### config.mk
export PLATFORM = sky130hd
export DESIGN_NAME = pin_setclr_reg
export DESIGN_NICKNAME = d
export VERILOG_FILES = /design/src/rtl/psr_pkg.sv /design/src/rtl/psr_rst_sync.sv /design/src/rtl/psr_decode.sv /design/src/rtl/psr_lane.sv /design/src/rtl/psr_rdmux.sv /design/src/rtl/pin_setclr_reg.sv
export SDC_FILE = /design/constraint.sdc
export NUM_CORES = 1
export LEC_CHECK = 0
export BUFFER_PORTS_ARGS = -buffer_cell sky130_fd_sc_hd__buf_2
export CAP_MARGIN = 20
export CORE_UTILIZATION = 49
export CTS_CLUSTER_SIZE = 14
export DETAILED_ROUTE_END_ITERATION = 6
export GPL_ROUTABILITY_DRIVEN = 0
export GPL_TIMING_DRIVEN = 0
export PLACE_DENSITY = 0.88
export SLEW_MARGIN = 20
export SYNTH_ARGS = -nofsm -noshare
export SYNTH_HDL_FRONTEND = slang
export SYNTH_HIERARCHICAL = 1
export SYNTH_SLANG_ARGS = --single-unit
### constraint.sdc
create_clock -name clk -period 4.99 [get_ports clk]
set_clock_uncertainty 0.1 [all_clocks]
set_input_delay 0.499 -clock clk [delete_from_list [all_inputs] [get_ports clk]]
set_output_delay 0.499 -clock clk [all_outputs]
set_load 0.01 [all_outputs]
### src/rtl/psr_pkg.sv
package psr_pkg;
  typedef enum logic [1:0] {
    OP_NONE = 2'd0,
    OP_LOAD = 2'd1,
    OP_SET  = 2'd2,
    OP_CLR  = 2'd3
  } psr_op_e;
endpackage

### src/rtl/psr_rst_sync.sv
module psr_rst_sync (
  input  logic clk,
  input  logic rst_n,
  output logic rst_sync_n
);
  logic [1:0] stage_q;

  always_ff @(posedge clk or negedge rst_n) begin
    if (!rst_n) stage_q <= 2'b00;
    else        stage_q <= {stage_q[0], 1'b1};
  end

  assign rst_sync_n = stage_q[1];
endmodule

### src/rtl/psr_decode.sv
module psr_decode
  import psr_pkg::*;
#(
  parameter int unsigned ADDR_W = 8,
  parameter logic [ADDR_W-1:0] OFS_DIRECT = 8'h54,
  parameter logic [ADDR_W-1:0] OFS_SET    = 8'h58,
  parameter logic [ADDR_W-1:0] OFS_CLR    = 8'h5C
) (
  input  logic [ADDR_W-1:0] addr,
  input  logic              wr_en,
  input  logic              rd_en,
  output psr_op_e           op,
  output logic              rd_hit
);
  logic sel_direct, sel_set, sel_clr;

  always_comb begin
    sel_direct = (addr == OFS_DIRECT);
    sel_set    = (addr == OFS_SET);
    sel_clr    = (addr == OFS_CLR);
    op = OP_NONE;
    if (wr_en) begin
      if (sel_direct)   op = OP_LOAD;
      else if (sel_set) op = OP_SET;
      else if (sel_clr) op = OP_CLR;
    end
    rd_hit = rd_en && (sel_direct || sel_set || sel_clr);
  end
endmodule

### src/rtl/psr_lane.sv
module psr_lane
  import psr_pkg::*;
#(
  parameter int unsigned LANE_W = 8
) (
  input  logic              clk,
  input  logic              rst_n,
  input  psr_op_e           op,
  input  logic              lane_en,
  input  logic [LANE_W-1:0] wd,
  output logic [LANE_W-1:0] q
);
  logic [LANE_W-1:0] q_r, q_nxt;
  logic              upd;

  always_comb begin
    upd   = lane_en && (op != OP_NONE);
    q_nxt = q_r;
    case (op)
      OP_LOAD: q_nxt = wd;
      OP_SET:  q_nxt = q_r | wd;
      OP_CLR:  q_nxt = q_r & ~wd;
      default: q_nxt = q_r;
    endcase
  end

  always_ff @(posedge clk or negedge rst_n) begin
    if (!rst_n)   q_r <= '0;
    else if (upd) q_r <= q_nxt;
  end

  assign q = q_r;

  p_load_lane_r2: assert property (@(posedge clk) disable iff (!rst_n)
    (lane_en && op == OP_LOAD) |=> (q == $past(wd)));
  p_set_lane_r3: assert property (@(posedge clk) disable iff (!rst_n)
    (lane_en && op == OP_SET) |=> ((q & $past(wd)) == $past(wd)) &&
                                  ((q & ~$past(wd)) == ($past(q) & ~$past(wd))));
  p_clr_lane_r4: assert property (@(posedge clk) disable iff (!rst_n)
    (lane_en && op == OP_CLR) |=> ((q & $past(wd)) == '0) &&
                                  ((q & ~$past(wd)) == ($past(q) & ~$past(wd))));
  p_lane_keep_r6: assert property (@(posedge clk) disable iff (!rst_n)
    (!lane_en || op == OP_NONE) |=> $stable(q));
endmodule

### src/rtl/psr_rdmux.sv
module psr_rdmux #(
  parameter int unsigned DATA_W = 32
) (
  input  logic              rd_hit,
  input  logic [DATA_W-1:0] reg_val,
  output logic [DATA_W-1:0] rd_data
);
  always_comb begin
    rd_data = '0;
    if (rd_hit) rd_data = reg_val;
  end
endmodule

### src/rtl/pin_setclr_reg.sv
module pin_setclr_reg
  import psr_pkg::*;
#(
  parameter int unsigned DATA_W = 32,
  parameter int unsigned ADDR_W = 8,
  parameter logic [ADDR_W-1:0] OFS_DIRECT = 8'h54,
  parameter logic [ADDR_W-1:0] OFS_SET    = 8'h58,
  parameter logic [ADDR_W-1:0] OFS_CLR    = 8'h5C,
  localparam int unsigned LANE_W = 8,
  localparam int unsigned STRB_W = DATA_W / LANE_W
) (
  input  logic              clk,
  input  logic              rst_n,
  input  logic [ADDR_W-1:0] addr,
  input  logic              wr_en,
  input  logic [STRB_W-1:0] wr_strb,
  input  logic [DATA_W-1:0] wr_data,
  input  logic              rd_en,
  output logic [DATA_W-1:0] rd_data,
  output logic [DATA_W-1:0] pin_out
);
  logic    rst_sync_n;
  psr_op_e op;
  logic    rd_hit;
  logic [DATA_W-1:0] reg_val;

  psr_rst_sync u_rst (
    .clk        (clk),
    .rst_n      (rst_n),
    .rst_sync_n (rst_sync_n)
  );

  psr_decode #(
    .ADDR_W     (ADDR_W),
    .OFS_DIRECT (OFS_DIRECT),
    .OFS_SET    (OFS_SET),
    .OFS_CLR    (OFS_CLR)
  ) u_dec (
    .addr   (addr),
    .wr_en  (wr_en),
    .rd_en  (rd_en),
    .op     (op),
    .rd_hit (rd_hit)
  );

  for (genvar g = 0; g < STRB_W; g++) begin : g_lane
    psr_lane #(.LANE_W(LANE_W)) u_lane (
      .clk     (clk),
      .rst_n   (rst_sync_n),
      .op      (op),
      .lane_en (wr_strb[g]),
      .wd      (wr_data[g*LANE_W +: LANE_W]),
      .q       (reg_val[g*LANE_W +: LANE_W])
    );
  end

  psr_rdmux #(.DATA_W(DATA_W)) u_rd (
    .rd_hit  (rd_hit),
    .reg_val (reg_val),
    .rd_data (rd_data)
  );

  assign pin_out = reg_val;

  p_alias_read_r5: assert property (@(posedge clk) disable iff (!rst_sync_n)
    (rd_en && (addr == OFS_SET || addr == OFS_CLR)) |-> (rd_data == pin_out));
  p_undecoded_read_r8: assert property (@(posedge clk) disable iff (!rst_sync_n)
    (!rd_en || (addr != OFS_DIRECT && addr != OFS_SET && addr != OFS_CLR))
      |-> (rd_data == '0));
  p_undecoded_write_r8: assert property (@(posedge clk) disable iff (!rst_sync_n)
    (!wr_en || (addr != OFS_DIRECT && addr != OFS_SET && addr != OFS_CLR))
      |=> $stable(pin_out));
  p_reset_zero_r1: assert property (@(posedge clk)
    (!rst_sync_n) |-> (pin_out == '0));
endmodule

Word-level counts from Yosys, hierarchy flattened --
Cells that the tools add are included.
Operators by class: equality and inequality tests 6, mux-type cells 9, bitwise operators 12, reductions and logical operators 13
Operator list (count):
- 8-bit case mux with 3 select lines | 4
- 8-bit bitwise AND | 4
- 32-bit 2-to-1 mux | 1
- 8-bit NOT | 4
- 8-bit bitwise OR | 4
- 8-bit by 7-bit == test with 1-bit output (second input constant) | 3
- 2-bit 2-to-1 mux | 4
- 2-bit AND reduction | 4
- 1-bit logical AND | 5
- 2-bit == test (second input constant) | 2
- 3-bit nonzero test | 1
- 2-bit by 1-bit == test with 1-bit output (second input constant) | 1
- 1-bit logical OR | 2
- 2-bit nonzero test | 1
Storage, ports and cells: register bits after elaboration 34, input bits 48, output and inout port bits 64, word-level logic and storage cells 45

Logic depth before layout (Yosys ltp) --
Gate-level depths: netlist of the first run.
depth after elaboration 8, gate-level depth with buffers 6, gate-level depth less buffers 5

Modules after synthesis --
Netlist of the first run, hierarchy kept.
By module, submodules not included:
- psr_lane | instances 4, cells an instance 55, area an instance 460.4 µm², sequential area each 200.2 µm²
- psr_rdmux | instances 1, cells an instance 35, area an instance 255.2 µm², sequential area each 0.0 µm²
- psr_rst_sync | instances 1, cells an instance 3, area an instance 53.8 µm², sequential area each 50.0 µm²
- psr_decode | instances 1, cells an instance 8, area an instance 47.5 µm², sequential area each 0.0 µm²

Worst setup path before layout of the first run --
OpenSTA, ideal clock, no wires.
path type input to register, from in addr[5], to reg g_lane[0].u_lane.q_r[0], setup time 99 ps, arrival 2288 ps, setup slack 2502 ps, stages on the path 6, buffers on the path 1, path through or4b_4 nor3_1 or2_2 buf_6 a31oi_1 a311oi_1
On the way: longest elaborated chain between the ends 8
RTL lines:
- from (decl) | line pin_setclr_reg.sv:14 | input logic [ADDR_W-1:0] addr,
- 8-bit by 7-bit == test with 1-bit output | line psr_decode.sv:20 | sel_clr = (addr == OFS_CLR);
- 2-bit 2-to-1 mux | line psr_decode.sv:25 | else if (sel_clr) op = OP_CLR;
- 2-bit 2-to-1 mux | line psr_decode.sv:24 | else if (sel_set) op = OP_SET;
- 2-bit 2-to-1 mux * | line psr_decode.sv:23 | if (sel_direct) op = OP_LOAD;
- 2-bit 2-to-1 mux * | line psr_decode.sv:22 | if (wr_en) begin
- net op[1] | line pin_setclr_reg.sv:23 | psr_op_e op;
- 2-bit by 1-bit == test with 1-bit output (tied with other cells) | line psr_lane.sv:19 | case (op)
- 3-bit nonzero test (no source line) or 1-bit logical AND (tied branches)
- 2-bit AND reduction (no source line)
- to (signal assigned) | line psr_lane.sv:29 | else if (upd) q_r <= q_nxt;
- to (decl) | line psr_lane.sv:13 | logic [LANE_W-1:0] q_r, q_nxt;
Mark *: on every way through the listed nets, which the timed path passes. The rest lies on a longest branch. A chain may end at the register's enable or synchronous reset.

Worst setup path after layout of the first run --
from in addr[5], to out rd_data[16]
On the way: longest elaborated chain between the ends 5
RTL lines:
- 8-bit by 7-bit == test with 1-bit output, on equally long branches | line psr_decode.sv:18, psr_decode.sv:19
- 1-bit logical OR | line psr_decode.sv:27 | rd_hit = rd_en && (sel_direct || sel_set || sel_clr);
- 1-bit logical OR * | line psr_decode.sv:27
- 1-bit logical AND * | line psr_decode.sv:27
- net rd_hit | line pin_setclr_reg.sv:24 | logic rd_hit;
- 32-bit 2-to-1 mux * | line psr_rdmux.sv:10 | if (rd_hit) rd_data = reg_val;
- to (decl) | line pin_setclr_reg.sv:19 | output logic [DATA_W-1:0] rd_data,
Marks and branches as above.

==> flow_metrics.py, run 1 <==
metrics = {
    "clocking": {
        "clockBufferDepth": 2,
        "root_buffer": "clkbuf_8",
        "cts-resized-gates": 0,
        "cts_made_buffers": 5,
        "clock-sinks": 34,
        "clkTransAtPathRegs_ps": 70,
        "htree_levels": 2,
        "tritoncts": "done",
        "clock_latency_ps": 280,
    },
    "global_routing": {
        "grt_pass1_wl_um": 9010,
        "grt_pass1_vias": 2011,
        "grt-ovfl-total": 0,
        "antenna_found_initial": 0,
        "grt_max_degree": 33,
        "grt_use_total_pct": 25.3,
    },
    "min_path": {
        "hp-class": "flip-flop to async pin",
    },
    "final_layout": {
        "area_growth_syn_to_layout_pct": 32.5,
        "drive_above_1_share_pct": 44.0,
        "final_cell_mix": "buf_2 (111), nand2_1 (38), dfrtp_1 (33)",
        "antennaDiodeCount": 0,
        "layout.cells.non_filler": 436,
        "final_common_cell": "buf_2",
        "nets": 433,
    },
    "timing": {
        "finalSetupViolations": 0,
        "period_needed_ps": 2900,
        "max_freq_mhz": 345,
        "fin_setup_tns_ps": 0,
        "fin_crit_sh_pct": 58.1,
        "tightest_slew_ps": 977,
        "final_max_slew_viol_count": 0,
        "grt_setup_unrepaired": "no",
        "relSlewSlack_pct": 34.3,
        "hold_violations": 0,
    },
    "floorplan": {
        "core-area_sq_mm": 0.00414,
        "start_util_pct": 53.0,
        "die_w_um": 69.0,
        "rows": 23,
        "die_h_um": 69.0,
        "die_area_sq_mm": 0.00476,
        "boundaryPins": 112,
    },
    "setup_path": {
        "crit_start": "addr[5]",
        "r2r_start": "u_rst/stage_q[1]",
        "crit_arrival_ps": 2300,
        "endpoint_kind": "primary output",
        "critPathKind": "primary input to primary output",
        "rrSetupSlack_ps": 4080,
        "cp-start-kind": "primary input",
        "critPathMaxFanout": 10,
        "crit_required_ps": 4390,
    },
    "logic_synthesis": {
        "synth_area_sq_mm": 0.00220,
        "synth_edf_count": 0,
        "ys_warn_count": 6,
        "synthFlopType": "dfrtp_1",
        "ys_seq_area_share_pct": 38.7,
        "synth_seq_cells": 34,
        "avgSynthCellArea_sq_um": 8.26,
        "synth_cell_types": 18,
        "async_reset_ff_share_pct": 100,
        "synthCells": 266,
        "synth.net_count": 314,
    },
    "placed_design": {
        "numPortBuffers": 111,
        "post-dp-hpwl_um": 4240,
        "dp_cells": 427,
    },
    "detailed_routing": {
        "top_layer": "met4",
        "wl_per_cell_um": 13.4,
        "drt_iter0_drc": 203,
        "met2_length_um": 2990,
        "routed_via_density": 5.51,
        "met1_length_um": 2450,
        "ant_nets": 0,
        "dr.pass1.iters": 4,
        "wl_met3_um": 340,
        "vias": 2401,
        "drcViolationCount": 0,
        "wl_um": 5830,
    },
    "power_and_ir_drop": {
        "p_per_area_mw_per_mm2": 221,
        "leakagePower_nw": 1.61,
        "ir_worst_vdd_mv": 0.146,
    },
    "outcome": {
        "outcome": "finished clean",
    },
    "job": {
        "maxCapViolCount": 0,
    },
}
-- state kept, by name (all words and copies together) (netlist names) --
| signal | flops |
|---|---|
| u_rst/stage_q | 2 |
| g_lane.u_lane/q | 32 |
-- report_power, final --
group          internal [W]  switching (W)  total, W  leakage, nW
Sequential         0.000300      0.0000217  0.000322        0.458
Clock             0.0000992      0.0000973  0.000196       0.0395
Combinational     0.0000595      0.0000664  0.000126         1.11
Total              0.000459       0.000185  0.000644         1.61
-- routing by layer --
metal  vias to the layer above  GRT usage (%)
li1                       1160              -
met1                      1136           32.5
met2                       100           42.4
met3                         5           4.28
met4                         0           9.44
met5                         -              0
-- final cells by class --
class                      count  area, sq um
buffer                        19          150
clock buffer                   8         80.1
fill                         337         1230
inverter                      32          120
multi-input combinational    181         1080
sequential                    34          852
tap                           50         62.6
timing repair buffer         112          566
-- worst max-delay path, cell delays in order --
cell,delay (ps)
buf_2,100
or4b_4,540
nor3_1,520
clkbuf_2,340
and2_2,190
buf_2,120
-- Yosys cell counts (4+ instances only) --
| cell type | number | area share [%] |
|---|---|---|
| a311oi_1 | 32 | 13 |
| a31oi_1 | 32 | 9.1 |
| and2_2 | 32 | 11 |
| buf_1 | 4 | 0.68 |
| buf_4 | 4 | 1.4 |
| buf_6 | 8 | 4.1 |
| dfrtp_1 | 34 | 39 |
| inv_1 | 32 | 5.5 |
| nand2_1 | 38 | 6.5 |
| nor2_1 | 32 | 5.5 |
| nor2b_1 | 4 | 1.1 |
| or2_2 | 4 | 1.1 |
-- metrics by stage --
step                      instance area (sq um)  hold slack, ps  setup slack [ps]  utilization (%)  total power (W)
after floorplan                            2200             103              2500                -         0.000387
after global placement                     2820             185              2070             68.0         0.000446
after detailed placement                   2820             188              2000             68.0         0.000452
after CTS                                  2910             251              2080             70.2         0.000648
after global routing                       2910             255              1970             70.3         0.000681
final                                      2910             236              2090             70.3         0.000644
-- what timing repair did --
item                      in CTS  in global routing
hold buffers                   1                  0
hold endpoints to repair       2                  0
buffers inserted               0                  0
-- kinds of logic (layout without fill, tap and decap cells) --
family | after synthesis | after routing | share of synthesized area [%]
compound gates | 65 | 65 | 22.1
buf+inv | 51 | 171 | 12.3
flops | 34 | 34 | 38.7
other cells | 1 | 1 | 0.171
simple gates | 115 | 115 | 26.7
-- path summary, 6_finish.rpt --
path,to,depth (start not counted)
min in group clk,u_rst/stage_q[1],0
setup / recovery,rd_data[16],6
max in group asynchronous,g_lane[0].u_lane/q[7],0
hold / removal,g_lane[3].u_lane/q[5],0
setup reg to reg,g_lane[0].u_lane/q[7],0
hold reg to reg,g_lane[3].u_lane/q[5],0
No activity file was read; power rests on OpenSTA's default activity.
==> run 2, diff against run 1 <==
--- a/config.mk
+++ b/config.mk
@@ -7,12 +7,12 @@
 export LEC_CHECK = 0
 export BUFFER_PORTS_ARGS = -buffer_cell sky130_fd_sc_hd__buf_2
 export CAP_MARGIN = 20
-export CORE_UTILIZATION = 49
+export CORE_UTILIZATION = 46
 export CTS_CLUSTER_SIZE = 14
 export DETAILED_ROUTE_END_ITERATION = 6
 export GPL_ROUTABILITY_DRIVEN = 0
 export GPL_TIMING_DRIVEN = 0
-export PLACE_DENSITY = 0.88
+export PLACE_DENSITY = 0.84
 export SLEW_MARGIN = 20
 export SYNTH_ARGS = -nofsm -noshare
 export SYNTH_HDL_FRONTEND = slang
==> constraint.sdc (replaced) <==
create_clock -name clk -period 2.91 [get_ports clk]
set_clock_uncertainty 0.1 [all_clocks]
set_input_delay 0.291 -clock clk [delete_from_list [all_inputs] [get_ports clk]]
set_output_delay 0.291 -clock clk [all_outputs]
set_load 0.01 [all_outputs]
==> run 2 against run 1 <==
Compared with the run above:
- the run now ends with DRC left
- first-iteration DRC count increased by 17%
- register-to-register slack got worse by 2100 ps
- sequential share of layout area shrank 0.19 points
- cell area is 0.64% higher
- count of clock-buffer cells in the layout fell by 1
- sequential power grew 71%
- routed wire length increased by 2.2%
- setup slack worse by 1800 ps
- largest cell class unchanged
==> flow_metrics.py, run 2 (synthesis results as in run 1) <==
metrics = {
    "clocking": {
        "clock-sinks": 34,
        "clockBufferDepth": 2,
        "root_buffer": "clkbuf_8",
        "clock_latency_ps": 280,
        "tritoncts": "done",
        "htree_levels": 2,
        "post_cts_buffers": 0,
        "cts_made_buffers": 5,
        "clkTransAtPathRegs_ps": 70,
    },
    "timing": {
        "finalWorstSetupSlack_ps": 338,
        "hold_violations": 0,
        "final_max_slew_viol_count": 0,
        "tightest_slew_ps": 723,
        "max_freq_mhz": 389,
        "fin_crit_sh_pct": 88.4,
        "grt_setup_unrepaired": "no",
        "period_needed_ps": 2570,
        "fin_setup_tns_ps": 0,
        "relSlewSlack_pct": 51.6,
        "finalSetupViolations": 0,
    },
    "global_routing": {
        "grt-ovfl-total": 0,
        "grt_pass1_vias": 2111,
        "grt_max_degree": 33,
        "grt_use_total_pct": 23.8,
        "grt_pass1_wl_um": 9540,
        "antenna_found_initial": 0,
    },
    "setup_path": {
        "rrSetupSlack_ps": 2020,
        "r2r_start": "u_rst/stage_q[1]",
        "crit_required_ps": 2520,
        "rr_worst_depth": 0,
        "critPathMaxFanout": 10,
        "slowest_delay_ps": 590,
        "cp_slowest_cell": "nor3_1",
        "worst_path_most_repeated_cell": "buf_2",
        "critPathKind": "primary input to primary output",
        "crit_start": "addr[5]",
        "cp-start-kind": "primary input",
        "endpoint_kind": "primary output",
        "r2r_end": "g_lane[0].u_lane/q[4]",
        "critPathBufInv": 3,
        "cp_top_family": "simple AND/OR/NAND/NOR gates",
        "crit_arrival_ps": 2180,
        "crit_chain": "buf_2 -> or4b_4 -> nor3_1 -> clkbuf_2 -> and2_2 -> buf_2",
    },
    "placed_design": {
        "numPortBuffers": 111,
        "post-dp-hpwl_um": 4300,
        "place_ws_ps": 47.1,
    },
    "final_layout": {
        "largest_reg_flops": 32,
        "drive_above_1_share_pct": 44.8,
        "final_common_cell": "buf_2",
        "final_cell_mix": "buf_2 (111), nand2_1 (38), dfrtp_1 (33)",
        "area_growth_syn_to_layout_pct": 33.4,
        "antennaDiodeCount": 0,
        "nets": 433,
    },
    "floorplan": {
        "die_h_um": 71.1,
        "rows": 24,
        "die_area_sq_mm": 0.00506,
        "die_w_um": 71.1,
        "start_util_pct": 49.1,
        "core-area_sq_mm": 0.00447,
        "boundaryPins": 112,
    },
    "detailed_routing": {
        "wl_um": 5960,
        "wl_per_cell_um": 13.6,
        "ant_nets": 0,
        "routed_via_density": 5.49,
        "drcViolationCount": 11,
        "drt_iter0_drc": 238,
        "dr.pass1.iters": 7,
        "vias": 2403,
    },
    "outcome": {
        "violations": "DRC",
        "outcome": "complete, but fails checks",
    },
    "min_path": {
        "worstHoldStart": "wr_data[30]",
        "hold_path_end": "g_lane[3].u_lane/q[6]",
        "holdPathStages": 3,
        "hp-class": "primary input to flip-flop",
    },
    "job": {
        "maxCapViolCount": 0,
    },
    "power_and_ir_drop": {
        "leakagePower_nw": 1.62,
        "p_per_area_mw_per_mm2": 384,
        "ir_worst_vdd_mv": 0.289,
    },
}
==> run 2: how the worst max path moves through the flow <==
stage | cells past startpoint | endpoint | slack [ps]
2_1_floorplan | 6 | g_lane[0].u_lane/q[0] | 630
3_3_place_gp | 6 | g_lane[0].u_lane/q[1] | 130
3_5_place_dp | 6 | g_lane[2].u_lane/q[5] | 50
4_1_cts | 6 | rd_data[22] | 280
5_1_grt | 6 | rd_data[22] | 200
6_report | 6 | rd_data[22] | 340
==> run 2: area by class of cell <==
| cell class | instances | area [sq um] |
|---|---|---|
| plain buffers | 19 | 150 |
| clock buffers | 7 | 86.3 |
| clock inverters | 1 | 5.00 |
| fillers | 381 | 1540 |
| inverters | 32 | 120 |
| multi-input cells | 181 | 1090 |
| flip-flops and latches | 34 | 852 |
| well taps | 52 | 65.1 |
| repair buffers | 112 | 566 |
==> run 2: where the power goes <==
| group | internal (W) | switching [W] | leakage [nW] | total, W |
|---|---|---|---|---|
| Sequential | 0.000515 | 0.0000377 | 0.458 | 0.000552 |
| Combinational | 0.000102 | 0.000114 | 1.11 | 0.000216 |
| Clock | 0.000191 | 0.000167 | 0.0482 | 0.000358 |
| Total | 0.000808 | 0.000319 | 1.62 | 0.00113 |
==> run 2: routing by layer <==
layer / GRT usage, % / share of wire [%] / vias up
met2: 41.3 / 48 / 92
met5: 0 / 0 / -
met4: 6.67 / 1.1 / 0
met3: 4.56 / 5.9 / 9
li1: - / - / 1160
met1: 30.1 / 45 / 1142
==> run 2: stage by stage <==
step	utilization (%)	power [W]	area (sq um)	cells	hold WS (ps)
global route	65.5	0.00119	2930	438	167
floorplan	-	0.000664	2200	266	-105
CTS	65.3	0.00114	2920	438	161
finish	65.5	0.00113	2930	438	170
global placement	63.0	0.000766	2820	429	-23.4
detailed placement	63.0	0.000775	2820	429	-21.9
==> run 2: repair_timing <==
item	in CTS	in global routing
resized for setup	0	0
hold endpoints to repair	2	0
hold buffers	1	0
